File: config.mk
export PLATFORM = sky130hd
export DESIGN_NAME = pulse_train_gen
export DESIGN_NICKNAME = d
export VERILOG_FILES = /design/src/rtl/pt_pkg.sv /design/src/rtl/pt_regs.sv /design/src/rtl/pt_accum.sv /design/src/rtl/pt_chan.sv /design/src/rtl/pulse_train_gen.sv
export SDC_FILE = /design/constraint.sdc
export NUM_CORES = 1
export LEC_CHECK = 0
export CELL_PAD_IN_SITES_DETAIL_PLACEMENT = 1
export CELL_PAD_IN_SITES_GLOBAL_PLACEMENT = 1
export CORE_ASPECT_RATIO = 0.8
export CORE_UTILIZATION = 25
export DETAILED_ROUTE_END_ITERATION = 8
export PLACE_DENSITY = 0.58
export SLEW_MARGIN = 20
export SYNTH_ARGS = -nofsm -noshare
export SYNTH_HDL_FRONTEND = slang
export SYNTH_HIERARCHICAL = 1
export SYNTH_SLANG_ARGS = --single-unit
File: constraint.sdc
create_clock -name clk -period 4.02 [get_ports clk]
set_clock_uncertainty 0.1 [all_clocks]
set_input_delay 0.603 -clock clk [delete_from_list [all_inputs] [get_ports clk]]
set_output_delay 0.603 -clock clk [all_outputs]
set_load 0.005 [all_outputs]
File: src/rtl/pt_pkg.sv
package pt_pkg;
  // Register map; channel intervals start at ADDR_PER_BASE, one per channel
  localparam int ADDR_INCR     = 0;
  localparam int ADDR_STEP     = 1;
  localparam int ADDR_ENABLE   = 2;
  localparam int ADDR_PER_BASE = 3;
endpackage

File: src/rtl/pt_regs.sv
module pt_regs #(
  parameter int DATA_W = 32,
  parameter int NCH    = 2,
  parameter int ADDR_W = 4
) (
  input  logic                         clk,
  input  logic                         rst,
  input  logic                         wr_en,
  input  logic [ADDR_W-1:0]            wr_addr,
  input  logic [DATA_W-1:0]            wr_data,
  output logic [DATA_W-1:0]            incr,
  output logic [DATA_W-1:0]            step,
  output logic [NCH-1:0]               chan_en,
  output logic [NCH-1:0][DATA_W-1:0]   interval,
  output logic [NCH-1:0]               direct_ld
);
  import pt_pkg::*;

  localparam logic [ADDR_W-1:0] A_INCR = ADDR_W'(ADDR_INCR);
  localparam logic [ADDR_W-1:0] A_STEP = ADDR_W'(ADDR_STEP);
  localparam logic [ADDR_W-1:0] A_EN   = ADDR_W'(ADDR_ENABLE);

  always_ff @(posedge clk) begin
    if (rst) begin
      incr    <= '0;
      step    <= '0;
      chan_en <= '0;
    end else if (wr_en) begin
      if (wr_addr == A_INCR) incr    <= wr_data;
      if (wr_addr == A_STEP) step    <= wr_data;
      if (wr_addr == A_EN)   chan_en <= wr_data[NCH-1:0];
    end
  end

  for (genvar c = 0; c < NCH; c++) begin : g_per
    localparam logic [ADDR_W-1:0] A_PER = ADDR_W'(ADDR_PER_BASE + c);
    logic hit;
    assign hit = wr_en && (wr_addr == A_PER);
    // a write to a stopped channel also presets its counter
    assign direct_ld[c] = hit && !chan_en[c];

    always_ff @(posedge clk) begin
      if (rst)      interval[c] <= '0;
      else if (hit) interval[c] <= wr_data;
    end
  end
endmodule

File: src/rtl/pt_accum.sv
module pt_accum #(
  parameter int W = 32
) (
  input  logic         clk,
  input  logic         rst,
  input  logic [W-1:0] incr,
  output logic         tick
);
  // returns {carry, sum}
  function automatic logic [W:0] phase_add(input logic [W-1:0] a, input logic [W-1:0] b);
    return {1'b0, a} + {1'b0, b};
  endfunction

  logic [W-1:0] acc_q;
  logic [W:0]   acc_nxt;
  logic         carry;
  logic         past_ok;

  assign acc_nxt = phase_add(acc_q, incr);
  assign carry   = acc_nxt[W];

  always_ff @(posedge clk) begin
    if (rst) begin
      acc_q   <= '0;
      tick    <= 1'b0;
      past_ok <= 1'b0;
    end else begin
      acc_q   <= acc_nxt[W-1:0];
      tick    <= carry;
      past_ok <= 1'b1;
    end
  end

  // a tick marks exactly the additions that wrapped the phase
  a_r1_tick_is_wrap: assert property (@(posedge clk) disable iff (rst)
    past_ok |-> (tick == (acc_q < $past(acc_q))));
endmodule

File: src/rtl/pt_chan.sv
module pt_chan #(
  parameter int W = 32
) (
  input  logic         clk,
  input  logic         rst,
  input  logic         tick,
  input  logic         en,
  input  logic [W-1:0] step,
  input  logic [W-1:0] interval,
  input  logic         direct_ld,
  input  logic [W-1:0] ld_val,
  output logic         pulse
);
  // returns {hit_zero, remaining}; a step past zero counts as zero
  function automatic logic [W:0] count_down(input logic [W-1:0] cnt, input logic [W-1:0] stp);
    if (cnt <= stp) return {1'b1, {W{1'b0}}};
    return {1'b0, cnt - stp};
  endfunction

  logic [W-1:0] cnt_q;
  logic         refill_q;
  logic [W:0]   dn;
  logic         advance, refill_ev, dec_ev, zero_ev;

  assign dn        = count_down(cnt_q, step);
  assign advance   = tick && en;
  assign refill_ev = advance && refill_q;
  assign dec_ev    = advance && !refill_q;
  assign zero_ev   = dec_ev && dn[W];

  always_ff @(posedge clk) begin
    if (rst) begin
      cnt_q    <= '0;
      refill_q <= 1'b0;
      pulse    <= 1'b0;
    end else begin
      pulse <= zero_ev;
      if (direct_ld) begin
        cnt_q    <= ld_val;
        refill_q <= 1'b0;
      end else if (refill_ev) begin
        cnt_q    <= interval;
        refill_q <= 1'b0;
      end else if (dec_ev) begin
        cnt_q    <= dn[W-1:0];
        refill_q <= dn[W];
      end
    end
  end

  // pulse lasts one clock
  a_r4_one_clock: assert property (@(posedge clk) disable iff (rst)
    pulse |=> !pulse);
  // a pulse is only ever seen with an emptied counter awaiting refill
  a_r2_empty_at_pulse: assert property (@(posedge clk) disable iff (rst)
    pulse |-> (cnt_q == '0 && refill_q));
  // a stopped channel stays quiet
  a_r7_stopped_quiet: assert property (@(posedge clk) disable iff (rst)
    !en |=> !pulse);
  // a direct load lands in the counter
  a_r7_direct_load: assert property (@(posedge clk) disable iff (rst)
    direct_ld |=> (cnt_q == $past(ld_val) && !refill_q));
endmodule

File: src/rtl/pulse_train_gen.sv
module pulse_train_gen #(
  parameter int DATA_W = 32,
  parameter int NCH    = 2,
  parameter int ADDR_W = 4
) (
  input  logic              clk,
  input  logic              rst,
  input  logic              wr_en,
  input  logic [ADDR_W-1:0] wr_addr,
  input  logic [DATA_W-1:0] wr_data,
  output logic              tick_out,
  output logic [NCH-1:0]    pulse_out
);
  logic [DATA_W-1:0]          incr, step;
  logic [NCH-1:0]             chan_en, direct_ld;
  logic [NCH-1:0][DATA_W-1:0] interval;
  logic                       tick;

  pt_regs #(.DATA_W(DATA_W), .NCH(NCH), .ADDR_W(ADDR_W)) u_regs (
    .clk(clk), .rst(rst), .wr_en(wr_en), .wr_addr(wr_addr), .wr_data(wr_data),
    .incr(incr), .step(step), .chan_en(chan_en), .interval(interval),
    .direct_ld(direct_ld)
  );

  pt_accum #(.W(DATA_W)) u_acc (
    .clk(clk), .rst(rst), .incr(incr), .tick(tick)
  );

  for (genvar c = 0; c < NCH; c++) begin : g_ch
    pt_chan #(.W(DATA_W)) u_ch (
      .clk(clk), .rst(rst), .tick(tick), .en(chan_en[c]), .step(step),
      .interval(interval[c]), .direct_ld(direct_ld[c]), .ld_val(wr_data),
      .pulse(pulse_out[c])
    );
  end

  assign tick_out = tick;

  // reset leaves every output low
  a_r9_reset_quiet: assert property (@(posedge clk)
    rst |=> (pulse_out == '0 && !tick_out));
  // a pulse always follows a tick
  a_r4_after_tick: assert property (@(posedge clk) disable iff (rst)
    (pulse_out != '0) |-> $past(tick_out));
endmodule

## Yosys cells after proc, flatten, opt, wreduce, memory -nomap -nowiden

Cells that the tools add are included.

| storage, ports and cells | value |
|---|---|
| logic and storage cells | 58 |
| ROM bits | 0 |
| output and inout port bits | 3 |
| RAM bits | 0 |
| memories | 0 |
| latch bits | 0 |
| register bits after elaboration | 231 |

| operators by class | value |
|---|---|
| shift-type cells | 0 |
| multiplexer cells | 12 |
| magnitude comparators | 2 |
| $add $sub $neg | 3 |
| bitwise gates (word level) | 0 |
| reduce and logical (&&, ||, !) cells | 24 |
| equal/unequal tests | 4 |
| div/mod/pow operators | 0 |
| multiply operators | 0 |

Operators by type and width:

| operator | count |
|---|---|
| $mux W32 | 6 |
| $mux W33 | 4 |
| $le A32 B32 Y1 | 2 |
| $sub A32 B32 Y32 | 2 |
| $add A32 B32 Y33 | 1 |
| $logic_and A1 B1 Y1 | 12 |
| $eq A4 B2 Y1 const B | 2 |
| $reduce_and A2 Y1 | 3 |
| $reduce_bool A3 Y1 | 2 |
| $reduce_or A3 Y1 | 2 |
| $eq A4 B1 Y1 const B | 1 |
| $eq A4 B3 Y1 const B | 1 |
| $logic_not A1 Y1 | 4 |
| $logic_not A4 Y1 | 1 |
| $mux W1 | 2 |

## Logic depth before layout (Yosys ltp)

Gate-level depths: netlist of run 1.

| logic depth | value |
|---|---|
| depth after elaboration | 6 |
| gate-level depth with buffers | 14 |
| depth with buffers taken out | 12 |

## Cells and area by module

The synthesis of run 1 kept the hierarchy.

By module, submodules not included:

| module | cells each | instances | sequential area each (um^2) | area each (um^2) |
|---|---|---|---|---|
| pt_regs | 465 | 1 | 2,602.5 | 5,212.5 |
| pt_chan (g_ch[0].u_ch) | 565 | 1 | 680.7 | 3,893.7 |
| pt_chan (g_ch[1].u_ch) | 550 | 1 | 680.7 | 3,729.8 |
| pt_accum | 327 | 1 | 660.6 | 2,641.3 |

## Worst setup path before layout of run 1

No wires, ideal clock.

| path | value |
|---|---|
| kind | reg-to-reg |
| from | register u_regs.step[13] |
| to | register g_ch[0].u_ch.cnt_q[21] |
| slack | 1,210 ps |
| path buffers | 1 |
| setup time | 137 ps |
| stages on the path, launching flop included | 12 |
| arrival time | 2,573 ps |
| path through | dfxtp_1 -> inv_1 -> ha_1 -> nand2_2 -> or3_4 -> or3_1 -> or4_4 -> nand2_4 -> nor2_4 -> buf_6 -> a311oi_1 -> nor3_1 |

| on the way | value |
|---|---|
| cells in the longest elaborated chain, start to end | 6 |
| elaborated cells between the ends (all ways) | 7 |
| those cells by class | 1 x add/sub; 1 x order compare; 5 x mux |

RTL lines:

| element | line | source |
|---|---|---|
| start: declaration | pt_regs.sv:12 | `output logic [DATA_W-1:0] step,` |
| start signal: assignment | pt_regs.sv:30 | `if (wr_addr == A_STEP) step <= wr_data;` |
| $le A32 B32 Y1 | pt_chan.sv:16 | `if (cnt <= stp) return {1'b1, {W{1'b0}}};` |
| $mux W1 | pt_chan.sv:16 |  |
| $mux W33 * | pt_chan.sv:17 | `return {1'b0, cnt - stp};` |
| $mux W32 * | pt_chan.sv:44 | `end else if (dec_ev) begin` |
| $mux W32 * | pt_chan.sv:41 | `end else if (refill_ev) begin` |
| $mux W32 * | pt_chan.sv:38 | `if (direct_ld) begin` |
| end signal: assignment | pt_chan.sv:39 | `cnt_q <= ld_val;` |
| end signal: assignment | pt_chan.sv:42 | `cnt_q <= interval;` |
| end signal: assignment | pt_chan.sv:45 | `cnt_q <= dn[W-1:0];` |
| end: declaration | pt_chan.sv:20 | `logic [W-1:0] cnt_q;` |

Mark *: on every way between the ends. The rest lies on a longest branch, timed or not. The select of a mux whose other input is x is not followed.
A chain may end at the register's enable or synchronous reset.

## Final worst setup path of run 1

| path | value |
|---|---|
| from | register u_regs.step[4] |
| to | register g_ch[1].u_ch.cnt_q[12] |

| on the way | value |
|---|---|
| cells in the longest elaborated chain, start to end | 6 |
| elaborated cells between the ends (all ways) | 7 |
| those cells by class | 1 x add/sub; 1 x order compare; 5 x mux |

RTL lines:

| element | line |
|---|---|
| $le A32 B32 Y1 | pt_chan.sv:16 |
| $mux W1 | pt_chan.sv:16 |
| $mux W33 * | pt_chan.sv:17 |
| $mux W32 * | pt_chan.sv:44 |
| $mux W32 * | pt_chan.sv:41 |
| $mux W32 * | pt_chan.sv:38 |
| end signal: assignment | pt_chan.sv:39 |
| end signal: assignment | pt_chan.sv:42 |
| end signal: assignment | pt_chan.sv:45 |
| end: declaration | pt_chan.sv:20 |

Marks and branches as above.

==> results.toml, run 1 <==
[run_status]
status = "finished, violations left"
failed_checks = "design-rule violations"

[clock_tree]
cts_tree = "yes"
post_cts_buffers = 0
htreeDepth = 1
clk_path_buf_depth = 3
cts_made_buffers = 28
clk_pin_slew_ns = 0.06
clock-sinks = 231
cts.root.buffer_cell = "clkbuf_16"
insertion_delay_ns = 0.57
hold_buffers = 0
cts_resized = 0

[setup_path]
crit_type = "flop to flop"
path_cells = "inv_1 > ha_1 > a21oi_1 > nor2b_1 > o31a_1 > or3_4 > o211ai_2 > a21o_1 > buf_4 > nor3_1 > a211oi_1 > nor3_1"
critPathMaxFanout = 13
cpMaxStageDelayCell = "or3_4"
required_ns = 4.36
crit_path_max_incr_delay_ns = 0.44
crit_arrival_ns = 3.71
crit_path_frequent_cell = "nor3_1"
critPathLaunchType = "flop"
endpoint_kind = "flop"

[yosys]
synth.distinct_cells = 86
seq_area_frac_synth_pct = 29.9
ys_top_cells_by_area = "dfxtp_1 (30%), mux2i_1 (8.9%), ha_1 (7.8%), nand2b_1 (7.1%), a21oi_1 (5.5%)"
synth_area_leader_cell = "dfxtp_1"
synth.top_cell.area_share_pct = 29.9
ys_async_sr_fraction_pct = 0
ys_warn_count = 6
syn_area_sq_um = 15500
synthTopCellsByCount = "dfxtp_1 (231), nand2b_1 (176), a21oi_1 (170)"
ys_ff_latch = 231
synth-edff-count = 0
avgSynthCellArea_sq_um = 8.12
syn_nets = 2045
yosysMostFrequentCell = "dfxtp_1"
synthFlopType = "dfxtp_1"
syn_inst = 1907

[routing]
wl_per_cell_microns = 20.0
drt-total-wl_microns = 54700
ant_nets = 0
drt_iter0_markers = 1006
first_pass_iters = 7
via_count = 13800
drc = 2
via_per_inst = 5.03

[sta]
fin_crit_sh_pct = 83.6
hold-worst-slack_ns = 0.380
slew_viol_final = 0
relSlewSlack_pct = 39.5
rsz0062_at_grt = "false"
worst_pin_slew_ns = 0.885
max_freq_mhz = 298
finalSetupViolCount = 0
fin_crit_ns = 3.36
setup_tns_ns = 0
hold_viol = 0

[finish]
syn_to_final_growth_pct = 13.1
n_antenna_cell = 0
drive_above_1_share_pct = 6.35
num-fill-cells = 7200
final_net_count = 2023

[die]
die_area_sq_um = 62900
die_w_microns = 280
core_sq_um = 61100
rows = 81
ioPinCount = 42
die_y_microns = 225
start_util_pct = 25.3

[placed_design]
routabilityCongestion = 0.924
port_buffers = 41
dp_hpwl_microns = 41800

[worst_hold_path]
hold_class = "flop to flop"

[power_and_ir_drop]
power.density_nw_per_um2 = 347
p_leak_nw = 7.39
max-vdd-ir-drop_v = 0.000255

[global_routing]
first_global_vias = 14000
grt_first_pass_wirelength_microns = 85300
grt_overflow = 0
antenna_found_initial = 0
grt_use_total_pct = 17.4
grt_max_degree = 95

[run]
maxCapViolCount = 0
[metal layers]
metal	track usage (%)	vias to the layer above	share of wire (%)	wire length [microns]
met3	2.05	48	4.6	2520
met5	0	-	0	0
met1	27.3	6823	53	29100
met4	2.57	0	1.2	665
met2	25.2	242	41	22400
li1	-	6665	-	-
[power by group]
part / switching [mW] / internal, mW
logic: 0.722 / 0.401
registers: 0.0221 / 2.32
clock network: 1.06 / 1.55
[final timing paths]
path	startpoint	end	slack, ns	cells after the start
worst max-delay path	u_regs/step[4]	g_ch[1].u_ch/cnt_q[12]	0.66	12
worst max register to register	u_regs/step[4]	g_ch[1].u_ch/cnt_q[12]	0.66	12
worst min-delay path	u_regs/interval[48]	u_regs/interval[48]	0.38	2
worst min register to register	u_regs/interval[48]	u_regs/interval[48]	0.38	2
[cell families after synthesis]
group | share of synthesized area [%]
compound gates | 19.1
xor+xnor | 4.19
fa+ha+maj | 8.15
buf+inv | 6.36
flops | 29.9
mux | 9.22
simple gates | 23.1
[critical path: cells and delay by family, from the launching register on]
family,cells,cell delay (ns)
flops,1,0.36
buf+inv,2,0.38
compound gates,5,1.27
fa+ha+maj,1,0.38
simple gates,4,0.73
[registers in the layout (all words and copies together) (netlist names)]
name	count
u_regs/chan_en	2
u_regs/incr	32
g_ch.u_ch/refill_q	2
u_acc/tick	1
u_acc/acc_q	32
g_ch.u_ch/pulse	2
u_regs/interval	64
g_ch.u_ch/cnt_q	64
u_regs/step	32
[metrics by stage]
step                      total power, mW  instance area (sq um)  worst slack, ns  util, %  cells
after floorplan                      3.19                  15500             1.21        -   1907
after global placement               3.50                  16600            0.772     27.1   2685
after detailed placement             3.51                  16600            0.672     27.1   2685
after CTS                            6.15                  17500            0.637     28.6   2737
after global routing                 6.34                  17500            0.454     28.6   2737
final                                6.08                  17500            0.659     28.6   2737
[area by class of cell]
cell class	instances	area, sq um	share of cell area (%)
multi-input combinational	1456	9880	56.5
sequential	231	4630	26.4
tap	830	1040	5.93
clock buffer	43	827	4.73
timing repair buffer	67	632	3.61
inverter	101	379	2.17
clock inverter	9	115	0.658
[layout by cell type, fill, tap and decap left out, types with 5 or more instances in the layout]
| master | Yosys | layout |
|---|---|---|
| a2111oi_0 | 6 | 6 |
| a2111oi_2 | 5 | 5 |
| a211oi_1 | 30 | 30 |
| a21o_1 | 23 | 23 |
| a21oi_1 | 170 | 170 |
| a221oi_1 | 15 | 15 |
| a221oi_2 | 9 | 9 |
| a311oi_1 | 6 | 6 |
| a31oi_1 | 18 | 18 |
| and2_1 | 8 | 8 |
| and3_1 | 15 | 15 |
| buf_4 | 4 | 24 |
| clkbuf_1 | 73 | 8 |
| clkbuf_16 | 0 | 28 |
| clkbuf_8 | 0 | 7 |
| clkdlybuf4s50_1 | 0 | 40 |
| dfxtp_1 | 231 | 230 |
| ha_1 | 96 | 96 |
| inv_1 | 101 | 101 |
| mux2i_1 | 137 | 137 |
| nand2_1 | 133 | 133 |
| nand2b_1 | 176 | 176 |
| nand3_1 | 47 | 47 |
| nand4_1 | 24 | 24 |
| nor2_1 | 157 | 155 |
| nor2b_1 | 20 | 20 |
| nor3_1 | 65 | 65 |
| o211ai_1 | 10 | 10 |
| o21ai_0 | 72 | 72 |
| o21ai_1 | 10 | 10 |
| o21bai_1 | 17 | 17 |
| o311a_1 | 6 | 6 |
| o31ai_1 | 8 | 8 |
| or3_1 | 11 | 11 |
| xnor2_1 | 38 | 38 |
| xor2_1 | 36 | 36 |
Power figures use the tool's default switching activity.
==> inputs of run 2 (changes only) <==
--- a/config.mk
+++ b/config.mk
@@ -10,7 +10,7 @@
 export CORE_ASPECT_RATIO = 0.8
 export CORE_UTILIZATION = 25
 export DETAILED_ROUTE_END_ITERATION = 8
-export PLACE_DENSITY = 0.58
+export PLACE_DENSITY = 0.6
 export SLEW_MARGIN = 20
 export SYNTH_ARGS = -nofsm -noshare
 export SYNTH_HDL_FRONTEND = slang
==> constraint.sdc (replaced) <==
create_clock -name clk -period 2.7 [get_ports clk]
set_clock_uncertainty 0.1 [all_clocks]
set_input_delay 0.405 -clock clk [delete_from_list [all_inputs] [get_ports clk]]
set_output_delay 0.405 -clock clk [all_outputs]
set_load 0.005 [all_outputs]
==> run 2 against run 1 <==
- the run ends with negative setup slack left
- clock power increased by 38%
- core utilization grew 6.7 points
- cell area up 23%
- sequential cell count did not move
- non-clock buffer count up 291
- critical path depth fell by 1
- combinational power rose to 2.6 times the previous value
- maximum frequency rose by 18%
- via count up 10%
==> results.toml, run 2 (synthesized netlist as in run 1, its figures left out) <==
[die]
rows = 81
die_w_microns = 280
die_y_microns = 225
start_util_pct = 25.3
die_area_sq_um = 62900
ioPinCount = 42
core_sq_um = 61100

[sta]
fin_crit_sh_pct = 106
slew_viol_final = 0
rsz0062_at_grt = "true"
worst_slack_ns = -0.156
hold-worst-slack_ns = 0.279
worst_pin_slew_ns = 0.722
fin_crit_ns = 2.86
finalSetupViolCount = 55
hold_viol = 0
relSlewSlack_pct = 51.9
max_freq_mhz = 350
setup_tns_ns = -3.79

[power_and_ir_drop]
switching_share_pct = 31.7
p_int_mw = 6.86
seqPwrFrac_pct = 34.8
switching_power_mw = 3.18
max-vdd-ir-drop_v = 0.000440
clockPowerShare_pct = 35.9
power.density_nw_per_um2 = 465
p_leak_nw = 9.13
comb_power_share_pct = 29.3

[global_routing]
grt_max_degree = 65
grt_overflow = 0
first_global_vias = 15900
antenna_found_initial = 0
grt_first_pass_wirelength_microns = 93000
grt_use_total_pct = 18.8

[routing]
first_pass_iters = 5
via_count = 15200
drt-total-wl_microns = 61000
drc = 0
wl_per_cell_microns = 20.1
via_per_inst = 5.02
drt_iter0_markers = 753
ant_nets = 0

[setup_path]
path_cells = "inv_2 > ha_4 > nand2_2 > or3_4 > or3_1 > or4_4 > nand2_4 > nor2_4 > clkbuf_16 > a221oi_4 > o21ai_1"
critPathMaxFanout = 8
cpMaxStageDelayCell = "or4_4"
endpoint_kind = "flop"
ff2ff_setup_slack_ns = -0.16
crit_type = "flop to flop"
r2r_cells = 11
crit_arrival_ns = 3.18
crit_path_max_incr_delay_ns = 0.45
critPathLaunchType = "flop"
rr_startpoint = "u_regs/step[13]"
r2r-end = "g_ch[0].u_ch/cnt_q[12]"
required_ns = 3.03
crit_family = "simple AND/OR/NAND/NOR gates"
path_buf_inv = 2

[finish]
syn_to_final_growth_pct = 39.5
finalNonFillerCells = 3027
drive_above_1_share_pct = 29.8
top_regs = "g_ch.u_ch/cnt_q x64, u_regs/interval x64"
final_common_cell = "buf_4"
final_net_count = 2313
final_cell_mix = "buf_4 (279), dfxtp_1 (202), nand2b_1 (173), nor2_1 (152), a21oi_1 (144)"

[clock_tree]
clock-sinks = 231
cts.root.buffer_cell = "clkbuf_16"
hold_buffers = 0
cts_tree = "yes"
clk_path_buf_depth = 3
cts_made_buffers = 27
htreeDepth = 1
clk_pin_slew_ns = 0.06
insertion_delay_ns = 0.55

[worst_hold_path]
hold_class = "input pin to flop"
holdPathEnd = "g_ch[0].u_ch/cnt_q[13]"
whs_path_depth = 2
hp-start = "rst"

[placed_design]
placed_cells = 2930
routabilityCongestion = 0.931
dp_hpwl_microns = 45000
port_buffers = 41

[run_status]
failed_checks = "negative setup slack"
status = "finished, violations left"

[run]
maxCapViolCount = 0
## run 2: cell count changes in the layout (fill, tap and decap cells not counted), sizes merged
cell | before | now
buf | 27 | 317
clkbuf | 43 | 38
clkinv | 5 | 7
diode | 0 | 2
inv | 101 | 103
bufinv | 2 | 1
## run 2: area by class of cell
cell class	instances	area (sq um)
clock buffers	37	743
fillers	7127	39500
diodes	2	5.00
repair buffers	358	3070
multi-input cells	1456	11600
clock inverters	12	105
inverters	101	387
flip-flops and latches	231	4670
well taps	830	1040
## run 2: how the worst max path moves through the flow
stage	from	end	slack (ns)	cells past startpoint
2_1_floorplan	u_regs/step[12]	g_ch[0].u_ch/cnt_q[21]	-0.02	11
3_3_place_gp	u_regs/step[8]	g_ch[0].u_ch/cnt_q[8]	-0.68	11
3_5_place_dp	u_regs/step[8]	g_ch[0].u_ch/cnt_q[11]	-0.71	11
4_1_cts	u_regs/step[13]	g_ch[0].u_ch/cnt_q[1]	-0.17	13
5_1_grt	u_regs/step[0]	g_ch[0].u_ch/cnt_q[3]	-0.24	11
6_report	u_regs/step[13]	g_ch[0].u_ch/cnt_q[12]	-0.16	11
## run 2: stage by stage
| stage | worst slack, ns | area [sq um] | total power [mW] | util, % |
|---|---|---|---|---|
| 6_report | -0.156 | 21600 | 10.0 | 35.3 |
| 2_1_floorplan | -0.0212 | 15600 | 4.75 | - |
| 5_1_grt | -0.243 | 21600 | 10.5 | 35.3 |
| 4_1_cts | -0.172 | 20800 | 9.83 | 34.1 |
| 3_3_place_gp | -0.682 | 18600 | 5.64 | 30.4 |
| 3_5_place_dp | -0.711 | 18600 | 5.67 | 30.4 |
## run 2: per-layer routing
metal  track usage (%)  vias to the layer above  wire, microns
met5                 0                        -              0
met2              31.0                      283          27800
met4              4.49                        0           1560
met3              1.88                       82           2190
met1              26.3                     7570          29400
li1                  -                     7269              -
## run 2: power groups by stage
stage	registers, mW	logic [mW]	clock network, mW
2_1_floorplan	3.56	1.19	0
3_3_place_gp	3.57	2.08	0
3_5_place_dp	3.57	2.10	0
4_1_cts	3.49	2.63	3.71
5_1_grt	3.50	3.11	3.86
6_report	3.49	2.95	3.60
## run 2: worst register-to-register path: cells and delay by family, from the launching register on
family	cells	cell delay [ns]
buf+inv	2	0.24
flops	1	0.34
compound gates	2	0.38
simple gates	6	1.41
fa+ha+maj	1	0.26
## run 2: what timing repair did
action | CTS | global route
gates resized for setup | 218 | 134
pin swaps | 81 | 82
gates cloned | 1 | 1
buffers inserted | 25 | 27
endpoints found under the setup margin | 74 | 78
